**src/rtl/txb_pkg.sv**
```systemverilog
package txb_pkg;
  localparam int TXB_DW = 8;
  localparam int STAT_W = 8;
  localparam int IDX_W  = $clog2(TXB_DW + 3);

  localparam logic [IDX_W-1:0] LAST_CHAR = IDX_W'(TXB_DW + 1);
  localparam logic [IDX_W-1:0] LAST_BRK  = IDX_W'(TXB_DW + 2);

  typedef enum logic [1:0] {FK_NONE, FK_PRE, FK_BRK, FK_DAT} frame_kind_e;

  // index of the final bit slot of a frame kind
  function automatic logic [IDX_W-1:0] last_idx(frame_kind_e k);
    return (k == FK_BRK) ? LAST_BRK : LAST_CHAR;
  endfunction

  // line level for slot idx of a frame kind
  function automatic logic frame_bit(frame_kind_e k, logic [IDX_W-1:0] idx,
                                     logic [TXB_DW-1:0] d);
    logic [TXB_DW-1:0] sh;
    sh = d >> (idx - 1'b1);
    case (k)
      FK_BRK:  return idx == LAST_BRK;
      FK_DAT:  begin
        if (idx == '0) return 1'b0;
        if (idx == LAST_CHAR) return 1'b1;
        return sh[0];
      end
      default: return 1'b1;
    endcase
  endfunction
endpackage

```
**src/rtl/txb_queue.sv**
```systemverilog
module txb_queue
  import txb_pkg::*;
(
  input  logic              clk,
  input  logic              rst_n,
  input  logic              tx_en_i,
  input  logic              wr_data_i,
  input  logic [TXB_DW-1:0] wr_byte_i,
  input  logic              wr_ctrl_i,
  input  logic              ctrl_brk_i,
  input  logic              slot_i,
  output frame_kind_e       kind_o,
  output logic [TXB_DW-1:0] byte_o,
  output logic              take_o,
  output logic              xfer_o
);
  logic              en_q, pre_pend_q, brk_ctl_q, brk_req_q, hold_vld_q;
  logic [TXB_DW-1:0] hold_q;
  logic              pre_want;

  assign pre_want = pre_pend_q || !en_q;

  always_comb begin
    if (!tx_en_i)                   kind_o = FK_NONE;
    else if (pre_want)              kind_o = FK_PRE;
    else if (brk_req_q || brk_ctl_q) kind_o = FK_BRK;
    else if (hold_vld_q)            kind_o = FK_DAT;
    else                            kind_o = FK_NONE;
  end

  assign byte_o = hold_q;
  assign take_o = slot_i && (kind_o != FK_NONE);
  assign xfer_o = take_o && (kind_o == FK_DAT);

  always_ff @(posedge clk) begin
    if (!rst_n) begin
      en_q       <= 1'b0;
      pre_pend_q <= 1'b0;
      brk_ctl_q  <= 1'b0;
      brk_req_q  <= 1'b0;
      hold_vld_q <= 1'b0;
      hold_q     <= '0;
    end else begin
      en_q <= tx_en_i;
      if (!tx_en_i)                           pre_pend_q <= 1'b0;
      else if (take_o && kind_o == FK_PRE)    pre_pend_q <= 1'b0;
      else if (!en_q)                         pre_pend_q <= 1'b1;
      if (wr_ctrl_i) brk_ctl_q <= ctrl_brk_i;
      if (wr_ctrl_i && ctrl_brk_i)            brk_req_q <= 1'b1;
      else if (take_o && kind_o == FK_BRK)    brk_req_q <= 1'b0;
      if (wr_data_i) begin
        hold_q     <= wr_byte_i;
        hold_vld_q <= 1'b1;
      end else if (xfer_o) begin
        hold_vld_q <= 1'b0;
      end
    end
  end


  data_after_pre_chk: assert property (@(posedge clk) disable iff (!rst_n)
    xfer_o |-> (en_q && !pre_pend_q && !brk_req_q && !brk_ctl_q));


  no_start_disabled_chk: assert property (@(posedge clk) disable iff (!rst_n)
    (!tx_en_i && !en_q) |-> !take_o);
endmodule

```
**src/rtl/txb_shifter.sv**
```systemverilog
module txb_shifter
  import txb_pkg::*;
(
  input  logic              clk,
  input  logic              rst_n,
  input  logic              tick_i,
  input  frame_kind_e       kind_i,
  input  logic [TXB_DW-1:0] byte_i,
  input  logic              take_i,
  output logic              slot_o,
  output logic              idle_evt_o,
  output logic              txd_o
);
  frame_kind_e       kind_q;
  logic [IDX_W-1:0]  idx_q;
  logic [TXB_DW-1:0] dat_q;
  logic              busy_w, last_w;

  assign busy_w     = (kind_q != FK_NONE);
  assign last_w     = busy_w && (idx_q == last_idx(kind_q));
  assign slot_o     = tick_i && (!busy_w || last_w);
  assign idle_evt_o = tick_i && last_w && !take_i;
  assign txd_o      = frame_bit(kind_q, idx_q, dat_q);

  always_ff @(posedge clk) begin
    if (!rst_n) begin
      kind_q <= FK_NONE;
      idx_q  <= '0;
      dat_q  <= '0;
    end else if (slot_o) begin
      idx_q <= '0;
      if (take_i) begin
        kind_q <= kind_i;
        dat_q  <= byte_i;
      end else begin
        kind_q <= FK_NONE;
      end
    end else if (tick_i && busy_w) begin
      idx_q <= idx_q + 1'b1;
    end
  end


  line_moves_on_tick_chk: assert property (@(posedge clk) disable iff (!rst_n)
    !tick_i |=> $stable(txd_o));


  break_low_chk: assert property (@(posedge clk) disable iff (!rst_n)
    (kind_q == FK_BRK && idx_q != LAST_BRK) |-> !txd_o);


  idx_in_frame_chk: assert property (@(posedge clk) disable iff (!rst_n)
    busy_w |-> (idx_q <= last_idx(kind_q)));
endmodule

```
**src/rtl/txb_flags.sv**
```systemverilog
module txb_flags (
  input  logic clk,
  input  logic rst_n,
  input  logic rd_stat_i,
  input  logic wr_data_i,
  input  logic xfer_i,
  input  logic idle_evt_i,
  output logic dre_o,
  output logic tc_o
);
  logic arm_q, dre_q, tc_q, clr_w;

  assign clr_w = wr_data_i && arm_q;
  assign dre_o = dre_q;
  assign tc_o  = tc_q;

  always_ff @(posedge clk) begin
    if (!rst_n) begin
      arm_q <= 1'b0;
      dre_q <= 1'b1;
      tc_q  <= 1'b1;
    end else begin
      if (rd_stat_i)      arm_q <= 1'b1;
      else if (wr_data_i) arm_q <= 1'b0;
      if (clr_w)          dre_q <= 1'b0;
      else if (xfer_i)    dre_q <= 1'b1;
      if (clr_w)          tc_q  <= 1'b0;
      else if (idle_evt_i) tc_q <= 1'b1;
    end
  end


  unarmed_write_chk: assert property (@(posedge clk) disable iff (!rst_n)
    (wr_data_i && !arm_q && !xfer_i && !idle_evt_i) |=> ($stable(dre_q) && $stable(tc_q)));


  clear_wins_chk: assert property (@(posedge clk) disable iff (!rst_n)
    (wr_data_i && arm_q) |=> (!dre_q && !tc_q));
endmodule

```
**src/rtl/async_tx_unit.sv**
```systemverilog
module async_tx_unit
  import txb_pkg::*;
(
  input  logic              clk,
  input  logic              rst_n,
  input  logic              bit_tick,
  input  logic              tx_en,
  input  logic              data_wr,
  input  logic [TXB_DW-1:0] data_in,
  input  logic              ctrl_wr,
  input  logic              brk_bit,
  input  logic              stat_rd,
  output logic [STAT_W-1:0] stat_out,
  output logic              txd
);
  frame_kind_e       q_kind;
  logic [TXB_DW-1:0] q_byte;
  logic              q_take, q_xfer, sh_slot, sh_idle_evt, f_dre, f_tc;

  txb_queue u_queue (
    .clk(clk), .rst_n(rst_n), .tx_en_i(tx_en),
    .wr_data_i(data_wr), .wr_byte_i(data_in),
    .wr_ctrl_i(ctrl_wr), .ctrl_brk_i(brk_bit),
    .slot_i(sh_slot), .kind_o(q_kind), .byte_o(q_byte),
    .take_o(q_take), .xfer_o(q_xfer)
  );

  txb_shifter u_shifter (
    .clk(clk), .rst_n(rst_n), .tick_i(bit_tick),
    .kind_i(q_kind), .byte_i(q_byte), .take_i(q_take),
    .slot_o(sh_slot), .idle_evt_o(sh_idle_evt), .txd_o(txd)
  );

  txb_flags u_flags (
    .clk(clk), .rst_n(rst_n), .rd_stat_i(stat_rd), .wr_data_i(data_wr),
    .xfer_i(q_xfer), .idle_evt_i(sh_idle_evt),
    .dre_o(f_dre), .tc_o(f_tc)
  );

  assign stat_out = {f_dre, f_tc, {(STAT_W-2){1'b0}}};


  complete_only_idle_chk: assert property (@(posedge clk) disable iff (!rst_n)
    $rose(f_tc) |-> $past(sh_idle_evt));


  empty_set_by_xfer_chk: assert property (@(posedge clk) disable iff (!rst_n)
    $rose(f_dre) |-> $past(q_xfer));
endmodule

```
**config.mk**
```make
export PLATFORM = sky130hd
export DESIGN_NAME = async_tx_unit
export DESIGN_NICKNAME = d
export VERILOG_FILES = /design/src/rtl/txb_pkg.sv /design/src/rtl/txb_queue.sv /design/src/rtl/txb_shifter.sv /design/src/rtl/txb_flags.sv /design/src/rtl/async_tx_unit.sv
export SDC_FILE = /design/constraint.sdc
export NUM_CORES = 1
export LEC_CHECK = 0
export ABC_AREA = 1
export ABC_CLOCK_PERIOD_IN_PS = 2700
export BUFFER_PORTS_ARGS = -buffer_cell sky130_fd_sc_hd__buf_4
export CAP_MARGIN = 20
export CORE_AREA = 5 5 60 62
export CTS_BUF_LIST = sky130_fd_sc_hd__clkbuf_4 sky130_fd_sc_hd__clkbuf_8 sky130_fd_sc_hd__clkbuf_16
export DETAILED_ROUTE_END_ITERATION = 12
export DIE_AREA = 0 0 65 67
export PLACE_DENSITY_LB_ADDON = 0.15
export SYNTH_ARGS = -nofsm -noshare
export SYNTH_HDL_FRONTEND = slang
export SYNTH_SLANG_ARGS = --single-unit
```
**constraint.sdc**
```tcl
create_clock -name clk -period 2.7 [get_ports clk]
set_input_delay 0.135 -clock clk [delete_from_list [all_inputs] [get_ports clk]]
set_output_delay 0.135 -clock clk [all_outputs]
set_load 0.05 [all_outputs]
```
==> key figures <==
Floorplan
  • Die Width: 65 µm
  • # rows: 20
  • Initial Util: 0.486
  • Core area: 2980 µm²
  • Die H: 67 µm
  • Die area: 4360 µm²
  • Io pins: 25

Finish
  • Commonest non-fill, non-tap cells in the layout: 53 x nand2_1, 30 x dfxtp_1, 25 x nor2_1, 18 x buf_4, 17 x inv_1
  • Synth-to-Final Area Change: 12.5%
  • Antenna fix cells: 0
  • Most common cell after layout, fill and taps aside: nand2_1
  • Final Util: 0.546
  • Fillcell total: 307
  • Final nets: 240
  • Share of cells above drive strength 1: 0.155

Clock network
  • Clock slew at reported path FFs: 100 ps
  • Clock latency on the worst-skew pair: 330 ps
  • Cts bufs inserted: 5
  • CTS tree: built
  • Clk buf depth: 2
  • H-tree lvl count: 2
  • Setup Buffers After CTS: 0
  • Clock root buffer: clkbuf_4
  • Hold Buf Count CTS: 0
  • Post-CTS resize count: 0
  • TritonCTS Sinks: 30

Timing
  • Setup violations, final: 0
  • F_max: 0.454 GHz
  • Final-report max-slew violation count: 0
  • Setup_tns: 0 ps
  • Unrepaired setup endpoints after global routing: false
  • Final hold slack: 17.6 ps
  • Hold Vio Cnt, Final: 0
  • Final period util: 0.815
  • Layout Skew: 6.55 ps
  • Minimum clock period: 2200 ps
  • Final WS setup: 499 ps

GRT
  • Initial antenna violation count: 0
  • Largest net degree at the start of global routing: 15
  • Global Route Usage Sum: 0.150
  • Number of global-route vias before repair: 1173
  • First-pass GRT wire length: 5010 µm
  • Total gr overflow: 0

Detailed routing
  • Routed Antenna Nets: 0
  • Vias per cell: 4.89
  • Drt total wl: 2780 µm
  • Wire per inst: 11.0 µm
  • Vias: 1238
  • Drt pass-1 iters: 2
  • DR DRC count: 0
  • Initial drt markers: 70

Power
  • Seq pwr share: 0.535
  • Clock Power Share: 0.330
  • Power density over the cells: 545 nW/µm²
  • Pleak: 0.722 nW
  • Maximum VDD drop: 0.000299 V
  • Pint: 640 µW
  • Comb power frac: 0.135
  • Sw Pwr: 246 µW
  • Sw Ratio: 0.277

Yosys
  • Avg Inst Size Synth: 7.20 µm²
  • Most used flip-flop cell after synthesis: dfxtp_1
  • Synth cell types: 30
  • Ys async rst share: 0
  • Post-synth EDFFs: 0
  • Synth warn: 0
  • Syn Std Cell Area: 1450 µm²
  • Gate Count Post-Synth: 201
  • Yosys reg bits: 30
  • Register area share after synthesis: 0.415

Critical path
  • Worst Path Arrival: 2070 ps
  • Critical R2R Launch: u_shifter.idx_q[0]$_SDFFE_PP0P_
  • Crit-path max FO: 10
  • R2R setup slack: 1130 ps
  • CP Capture Type: output pin
  • Startpoint Class: flip-flop
  • Reg2reg path depth: 10
  • WS Path Type: flip-flop to output pin
  • FF-to-FF End: u_shifter.dat_q[5]$_SDFFE_PN0P_
  • Critical path required time: 2570 ps

Place
  • Placer Congestion: 0.926
  • PortBufs: 18
  • Pre-CTS setup slack: 863 ps
  • DP HPWL: 2120 µm

Hold path
  • Hold Path End: u_flags.arm_q$_SDFFE_PN0P_
  • Cell depth of the worst hold path: 3
  • HP Start: stat_rd
  • Hold Path Class: input port to flip-flop

Status
  • Status: completed

Job
  • Max cap viols: 0
## worst max-delay path by stage
stage / startpoint / endpoint / slack, ps / depth (start not counted)
after floorplan: u_shifter.idx_q[0]$_SDFFE_PP0P_ / txd / 940 / 11
after global placement: u_shifter.idx_q[0]$_SDFFE_PP0P_ / txd / 910 / 11
after detailed placement: u_shifter.idx_q[0]$_SDFFE_PP0P_ / txd / 860 / 11
after CTS: u_shifter.idx_q[0]$_SDFFE_PP0P_ / txd / 480 / 11
after global routing: u_shifter.idx_q[0]$_SDFFE_PP0P_ / txd / 300 / 11
final: u_shifter.idx_q[0]$_SDFFE_PP0P_ / txd / 500 / 11
## final cells by class
class	count	area [µm²]	share of cell area
inverter	21	86.3	0.0531
timing repair buffer	18	135	0.0831
tap	33	41.3	0.0254
sequential	30	601	0.369
multi-input combinational	143	699	0.430
clock inverter	1	5.00	0.00308
clock buffer	7	58.8	0.0362
## metrics by stage
step	total power, mW	cell area (µm²)	std cells
2_1_floorplan	0.578	1470	206
3_3_place_gp	0.601	1560	245
3_5_place_dp	0.605	1560	245
4_1_cts	0.891	1630	253
5_1_grt	0.931	1630	253
6_report	0.886	1630	253
## flip-flops by register name (all words and copies together), names as in the netlist
name                cells
u_flags.arm_q           1
u_flags.dre_o           1
u_flags.tc_o            1
u_queue.brk_ctl_q       1
u_queue.brk_req_q       1
u_queue.byte_o          8
u_queue.en_q            1
u_queue.hold_vld_q      1
u_queue.pre_pend_q      1
u_shifter.dat_q         8
u_shifter.idx_q         4
u_shifter.kind_q        2
## metal layers
metal,GRT usage,routed length [µm],vias up
li1,-,-,665
met1,0.173,1330,542
met4,0.0660,51,0
met2,0.243,1250,24
met5,0,0,-
met3,0.0607,151,7
## cells by family (layout without fill, tap and decap cells)
family | after synthesis | after routing | synth area share
buf+inv | 33 | 47 | 0.114
other cells | 1 | 6 | 0.00259
flops | 30 | 30 | 0.415
compound gates | 31 | 31 | 0.114
simple gates | 98 | 98 | 0.292
xor+xnor | 3 | 3 | 0.0182
fa+ha+maj | 5 | 5 | 0.0433
## worst max-delay path, stage by stage, from the launching register on
cell and delay, ps:
dfxtp_1 550, inv_4 120, ha_1 350, inv_1 60, nand3_1 80, nand2_1 50, nand2_1 50, nand2_1 50
o2bb2ai_1 120, nand2_1 60, nand2_1 50, buf_4 190
## cell usage after synthesis, types with 2 or more instances
cell	instances	area, µm²
buf_4	9	67.6
nor2_2	2	12.5
a31oi_1	2	12.5
clkbuf_1	3	11.3
a21oi_1	15	75.1
ha_1	5	62.6
dfxtp_1	30	601
inv_1	17	63.8
nand2_1	53	199
nor2_1	25	93.8
o21ai_0	10	50.1
xor2_1	2	17.5
nand3_1	9	45.0
nand4_1	3	18.8
## power by group through the flow
stage / Sequential (mW) / Combinational (mW) / Clock [mW]
2_1_floorplan: 0.481 / 0.0969 / 0
3_3_place_gp: 0.484 / 0.117 / 0
3_5_place_dp: 0.485 / 0.120 / 0
4_1_cts: 0.474 / 0.121 / 0.296
5_1_grt: 0.477 / 0.135 / 0.319
6_report: 0.474 / 0.120 / 0.292
Note: power is estimated with default switching activity, not from simulation.
